[config.mk]
export PLATFORM = sky130hd
export DESIGN_NAME = seg_xlate
export DESIGN_NICKNAME = d
export VERILOG_FILES = /design/src/rtl/seg_xlate.sv
export SDC_FILE = /design/constraint.sdc
export NUM_CORES = 1
export LEC_CHECK = 0
export CORE_ASPECT_RATIO = 0.6
export CORE_MARGIN = 2
export CORE_UTILIZATION = 45
export DETAILED_ROUTE_END_ITERATION = 12
export PLACE_DENSITY = 0.63
export SLEW_MARGIN = 20
export SYNTH_ARGS = -nofsm -noshare
export SYNTH_HDL_FRONTEND = slang
export SYNTH_SLANG_ARGS = --single-unit
export TNS_END_PERCENT = 10
[constraint.sdc]
create_clock -name clk -period 7.1 [get_ports clk]
set_input_delay 2.13 -clock clk [delete_from_list [all_inputs] [get_ports clk]]
set_output_delay 2.13 -clock clk [all_outputs]
set_load 0.02 [all_outputs]
[src/rtl/seg_xlate.sv]
module seg_xlate #(
  parameter int SEG_W = 4,
  parameter int OFF_W = 12,
  parameter int PA_W  = 16
) (
  input  logic               clk,
  input  logic               rst_n,
  input  logic               cfg_we,
  input  logic [SEG_W-1:0]   cfg_origin,
  input  logic [SEG_W:0]     cfg_length,
  input  logic               tw_en,
  input  logic [SEG_W-1:0]   tw_idx,
  input  logic               tw_valid,
  input  logic [PA_W-1:0]    tw_base,
  input  logic [OFF_W:0]     tw_bound,
  input  logic [2:0]         tw_perm,
  input  logic               req_valid,
  input  logic [SEG_W+OFF_W-1:0] req_vaddr,
  input  logic [1:0]         req_acc,
  output logic               rsp_valid,
  output logic [2:0]         rsp_fault,
  output logic [PA_W-1:0]    rsp_paddr
);
  localparam int DEPTH = 1 << SEG_W;
  localparam int VA_W  = SEG_W + OFF_W;
  localparam logic [2:0] F_OK = 3'd0, F_RANGE = 3'd1, F_INVALID = 3'd2,
                         F_BOUND = 3'd3, F_PERM = 3'd4;

  logic             ent_v     [DEPTH];
  logic [PA_W-1:0]  ent_base  [DEPTH];
  logic [OFF_W:0]   ent_bound [DEPTH];
  logic [2:0]       ent_perm  [DEPTH];

  logic [SEG_W-1:0] origin_q;
  logic [SEG_W:0]   length_q;

  logic [SEG_W-1:0] seg;
  logic [OFF_W-1:0] off;
  logic [SEG_W-1:0] idx;
  assign seg = req_vaddr[VA_W-1:OFF_W];
  assign off = req_vaddr[OFF_W-1:0];
  assign idx = origin_q + seg;

  logic in_range, off_ok, perm_ok;
  assign in_range = {1'b0, seg} < length_q;
  assign off_ok   = {1'b0, off} < ent_bound[idx];

  always_comb begin
    case (req_acc)
      2'd0:    perm_ok = ent_perm[idx][0];
      2'd1:    perm_ok = ent_perm[idx][1];
      2'd2:    perm_ok = ent_perm[idx][2];
      default: perm_ok = 1'b0;
    endcase
  end

  logic [2:0] fault_nx;
  always_comb begin
    if (!in_range)          fault_nx = F_RANGE;
    else if (!ent_v[idx])   fault_nx = F_INVALID;
    else if (!off_ok)       fault_nx = F_BOUND;
    else if (!perm_ok)      fault_nx = F_PERM;
    else                    fault_nx = F_OK;
  end

  logic [PA_W-1:0] sum;
  assign sum = ent_base[idx] + {{(PA_W-OFF_W){1'b0}}, off};

  always_ff @(posedge clk) begin
    if (!rst_n) begin
      origin_q <= '0;
      length_q <= '0;
    end else if (cfg_we) begin
      origin_q <= cfg_origin;
      length_q <= cfg_length;
    end
  end

  always_ff @(posedge clk) begin
    if (!rst_n) begin
      for (int i = 0; i < DEPTH; i++) ent_v[i] <= 1'b0;
    end else if (tw_en) begin
      ent_v[tw_idx] <= tw_valid;
    end
  end

  always_ff @(posedge clk) begin
    if (tw_en) begin
      ent_base[tw_idx]  <= tw_base;
      ent_bound[tw_idx] <= tw_bound;
      ent_perm[tw_idx]  <= tw_perm;
    end
  end

  always_ff @(posedge clk) begin
    if (!rst_n) begin
      rsp_valid <= 1'b0;
      rsp_fault <= F_OK;
      rsp_paddr <= '0;
    end else begin
      rsp_valid <= req_valid;
      if (req_valid) begin
        rsp_fault <= fault_nx;
        rsp_paddr <= (fault_nx == F_OK) ? sum : '0;
      end
    end
  end

  a_r9_strobe_follows: assert property (@(posedge clk) disable iff (!rst_n)
    req_valid |=> rsp_valid);
  a_r9_no_spurious: assert property (@(posedge clk) disable iff (!rst_n)
    !req_valid |=> !rsp_valid);
  a_r6_code_legal: assert property (@(posedge clk) disable iff (!rst_n)
    rsp_valid |-> rsp_fault <= F_PERM);
  a_r7_zero_on_fault: assert property (@(posedge clk) disable iff (!rst_n)
    (rsp_valid && rsp_fault != F_OK) |-> rsp_paddr == '0);
  a_r2_range_first: assert property (@(posedge clk) disable iff (!rst_n)
    (req_valid && ({1'b0, req_vaddr[VA_W-1:OFF_W]} >= length_q)) |=> rsp_fault == F_RANGE);
  a_r8_cfg_load: assert property (@(posedge clk) disable iff (!rst_n)
    cfg_we |=> (length_q == $past(cfg_length)) && (origin_q == $past(cfg_origin)));
endmodule

* Word level (Yosys, flattened, before mapping)
Memories as Yosys holds them, arrays and structs flattened.
Index checks and enable logic that the tools add are counted.
** Storage, ports and cells
- Register bits :: 29
- Bits in writable memories :: 528
- Input bits :: 69
- Output and inout port bits :: 20
- Logic and storage cells :: 32
- Memories kept :: 4
** Operators by class
- Add/sub/neg operators :: 2
- $lt $le $gt $ge :: 2
- Equal/unequal tests :: 2
- Muxes and demuxes :: 14
- Reductions and logical operators :: 3
** Memories
- ent_base :: depth 16, bits a word 16, rd ports 1, clocked after memory_dff 0, wr ports 1, RTL line 30 : logic [PA_W-1:0] ent_base [DEPTH];
- ent_bound :: depth 16, bits a word 13, rd ports 1, clocked after memory_dff 0, wr ports 1, RTL line 31 : logic [OFF_W:0] ent_bound [DEPTH];
- ent_perm :: depth 16, bits a word 3, rd ports 1, clocked after memory_dff 0, wr ports 1, RTL line 32 : logic [2:0] ent_perm [DEPTH];
- ent_v :: depth 16, bits a word 1, rd ports 1, clocked after memory_dff 0, wr ports 16, RTL line 29 : logic ent_v [DEPTH];
** Operator list (count)
- 16-bit by 12-bit adder with 16-bit output :: 1
- 16-bit 2-to-1 mux :: 1
- 12-bit by 13-bit less-than comparator with 1-bit output :: 1
- 3-bit 2-to-1 mux :: 4
- 1-bit 2-to-1 mux :: 7
- 4-bit by 5-bit less-than comparator with 1-bit output :: 1
- 4-bit adder :: 1
- 4-bit 2-to-1 mux :: 1
- 3-bit logical NOT :: 1
- 1-bit one-hot mux with 3 select lines :: 1
- 2-bit by 1-bit equality test with 1-bit output, second input constant :: 1
- 2-bit equality test, second input constant :: 1
- 2-bit logical NOT :: 1
- 1-bit OR reduction :: 1

* Longest topological paths before layout
An unclocked memory read counts as a cell.
- Word-level depth :: 9
- Gate-level depth with buffers :: 23
- Mapped depth without buffers :: 17

* Worst setup path after synthesis
OpenSTA, ideal clock, no wires.
- Path kind :: input port to flip-flop
- From :: input port req_vaddr[12]
- To :: register rsp_paddr[14]
- Setup time :: 0.117 ns
- Arrival :: 6.574 ns
- Required time :: 6.983 ns
- Path slack :: 0.409 ns
- Stages :: 22
- Buffers on the path :: 6
- Cell sequence :: ha_1 > fa_1 > buf_2 > buf_4 > buf_4 > buf_4 > clkbuf_1 > clkbuf_1 > mux4_2 > nand2_1 > a31oi_1 > ha_1 > inv_1 > fa_1 > nor2b_1 > o21ai_0 > a21boi_0 > o21ai_0 > a31oi_1 > nand2_1 > xor2_1 > a22o_1
** On the way
- Longest elaborated chain between the ends :: 9
- Elaborated cells between the ends (all ways) :: 15
- Those cells by class :: add/sub (2); order compare (2); mux (6); reduce/logical (1); memory (4)
** Ends and longest elaborated chain
- from (decl) :: RTL line 18 : input logic [SEG_W+OFF_W-1:0] req_vaddr,
- branches (longest 8 deep; another with memory 16 x 13 bit)
- 16-bit 2-to-1 mux (*) :: RTL line 104 : rsp_paddr <= (fault_nx == F_OK) ? sum : '0;
- to (signal assigned) :: RTL line 104
- to (decl) :: RTL line 22 : output logic [PA_W-1:0] rsp_paddr
Mark *: on every way between the ends.
A chain may end at the register's enable or synchronous reset.

* Worst setup path in the final report
- From :: input port req_vaddr[12]
- To :: register rsp_paddr[15]
The elaborated chain is that of the path after synthesis.

==> reports/summary.txt <==
kind of end point of the critical path: flop
M3 GR Usage: 0.04141
final antenna diode count: 0
Hold Fails Final Rpt: 0
global-route wire length before repair: 79,430 um
post-synthesis mux area share: 0.1437
Max H-tree Level: 2
placed wire-length estimate after detailed placement: 34,340 um
final weighted congestion of routability-driven global placement: 0.7983
simple-gate share of the synthesized area: 0.04693
area of the die: 51,150 um^2
count of mapped cells out of synthesis: 1,181
final instance count without filler cells: 2,011
hold crit path type: reg -> reg
core region area: 48,250 um^2
starting utilization of the core area: 0.4598
Vias: 11,634
fraction of met1 tracks used by global routing: 0.3159
slew at the pin closest to its max-slew limit: 1171 ps
clock tree skew after final layout: 16.27 ps
time the worst path needs with I/O delays and setup: 6308 ps
DRC errors left: 0
height of the die: 176.0 um
I/O pin count: 89
Row Count: 62
routed length per placed instance: 27.06 um
Sink Count: 557
global-route total usage across every layer: 0.2155
grt met2 use: 0.3395
required time worst endpoint: 7560 ps
Synth Area in Compound Gates: 0.03615
clock root buffer: clkbuf_16
number of global-route vias before repair: 11,549
fill cell count: 3,703
Worst Setup Path Type: in -> reg
register bit total from synthesis: 557
total wire length after detailed routing: 54,420 um
Crit Path Max Fanout: 30
dominant combinational cell family by area after synthesis: multiplexers
top flip-flop cell by instance count after synthesis: edfxtp_1
# Max-Cap Violations: 0
worst hold slack: 469.9 ps
final max-slew violation count: 0
post-CTS setup buffer count: 0
static leakage: 8.611 nW
ratio of routed vias to standard cells: 5.785
sequential fraction of the synthesis area: 0.7337
Synth async-reset ratio: 0
Synthesis Warnings: 0
Tcrit/Tclk final: 0.8885
number of buffers added by the clock tree synthesis step: 49
Die Width: 290.6 um
area growth from synthesis to layout: 18.12%
setup violators final: 0
count of cell types in the netlist: 45
Critical Path AT: 6770 ps
overall overflow remaining after global route: 0
RSZ-0062 raised after global routing: no
most common cell after layout, fill and taps aside: edfxtp_1
EDFF count, synth: 512
tightest slew margin relative to the limit: 0.2174
layout cells sized above 1: 0.2210
result of the run: completed
area of the multi-input gates: 5732 um^2
footprint of the flip-flops and latches: 16,280 um^2
Fin Setup TNS: 0 ps
clock latency reported for the late side of the worst-skew pair: 570 ps
number of resized instances in the post-cts repair step: 0
kind of start point of the critical path: input port
maximum achievable frequency: 158.5 MHz
peak supply drop: 168.8 uV
Max clock buf depth: 3
antenna violations before repair: 0
# port buffers: 88
hold buffers post-CTS: 0
most used cells in the layout excluding fill and tap cells: 512 x edfxtp_1, 139 x nand2_1, 134 x mux4_2
fin util: 0.5430
# nets final: 1,436
Clk pin slew, worst setup/hold paths: 60 ps
synthesized-area fraction occupied by xor and xnor cells: 0.005922
adder-cell share of the synthesized area: 0.01816
DRT iter0 DRCs: 1,318
most used routing layer: met2
pin count of the biggest net entering global routing: 35
net count after synthesis: 1,281
count of TritonRoute iterations in the first routing pass: 5
Power Total: 7.454 mW
cell area after technology mapping: 22,180 um^2
number of nets still failing antenna checks after routing: 0
power per unit of standard cell area: 284.5 nW/um^2
clock tree from TritonCTS: yes
count of placed standard cells including taps: 1,922
average size of a mapped cell: 18.78 um^2
-- cell usage after synthesis (5+ instances only) --
master / n / area [um^2]
a21o_1: 7 / 52.55
nand3_1: 18 / 90.09
o22ai_1: 17 / 106.4
nand4_1: 6 / 37.54
buf_6: 5 / 56.30
a21oi_1: 15 / 75.07
ha_1: 29 / 362.9
o21ai_0: 26 / 130.1
edfxtp_1: 512 / 15370
inv_1: 12 / 45.04
xnor2_1: 9 / 78.83
clkbuf_1: 31 / 116.4
nand2_1: 139 / 521.8
mux2i_1: 17 / 170.2
a22o_1: 15 / 131.4
a31oi_1: 14 / 87.58
dfxtp_1: 45 / 900.9
buf_1: 6 / 22.52
nor2b_1: 14 / 87.58
xor2_1: 6 / 52.55
mux4_2: 134 / 3018
buf_4: 7 / 52.55
and2_1: 15 / 93.84
nor2_1: 28 / 105.1
a211oi_1: 14 / 105.1
buf_2: 10 / 50.05
-- cells by family (layout without fill, tap and decap cells) --
logic type,count (synthesis),after routing
multiplexers,151,151
AND/OR/NAND/NOR,235,235
buffers and inverters,71,261
adder cells (fa/ha/maj),31,31
AO/OA/AOI/OAI,121,121
flip-flops,557,557
XOR/XNOR,15,15
-- layout make-up --
cell class                 count  share of cell area
multi-input combinational    553              0.2187
timing repair buffer         163             0.06571
tap                          640             0.03056
clock inverter                31             0.01447
sequential                   557              0.6211
clock buffer                  55             0.04766
inverter                      12            0.001719
-- registers in the layout, summed over array words and instances, names as in the netlist --
signal / count
rsp_valid: 1
ent_bound: 208
origin_q: 4
ent_perm: 48
rsp_paddr: 16
ent_v: 16
ent_base: 256
length_q: 5
rsp_fault: 3
-- per-stage QoR --
stage               cell area (um^2)  setup WS (ps)
finish                         26200          791.6
floorplan                      22180          408.8
global route                   26200          518.9
detailed placement             24490          271.0
CTS                            26120          863.9
global placement               24340          301.3
-- path summary, 6_finish.rpt --
kind | to | slack, ps | start | cells past startpoint
worst min register to register | rsp_fault[2] | 470 | rsp_fault[2] | 2
worst max-delay path | rsp_paddr[15] | 790 | req_vaddr[12] | 17
worst min-delay path | rsp_fault[2] | 470 | rsp_fault[2] | 2
worst max register to register | rsp_paddr[15] | 2520 | origin_q[0] | 16
-- where the power goes --
part	internal, mW	total (mW)	switching [mW]
clock network	1.59	2.75	1.16
registers	3.65	3.67	0.0207
logic	0.458	1.03	0.574
total	5.70	7.45	1.76
-- worst max-delay path: stages --
cell and delay [ps]:
clkdlybuf4s50_1 470, ha_4 200, fa_4 870, buf_12 240, buf_12 220, mux4_2 300, and2_1 160, a211oi_1 200
a31oi_1 180, ha_1 460, nand3_1 140, o31ai_1 300, a21o_1 190, a21oi_1 90, nor4_1 250, xor2_1 110
a22o_1 200
-- layer usage --
layer  part of all wire  wire length (um)
met1               0.44             24190
met2               0.46             25240
met3              0.073              3972
met4              0.019              1019
met5                  0                 0
Note: power is estimated with default switching activity, not from simulation.
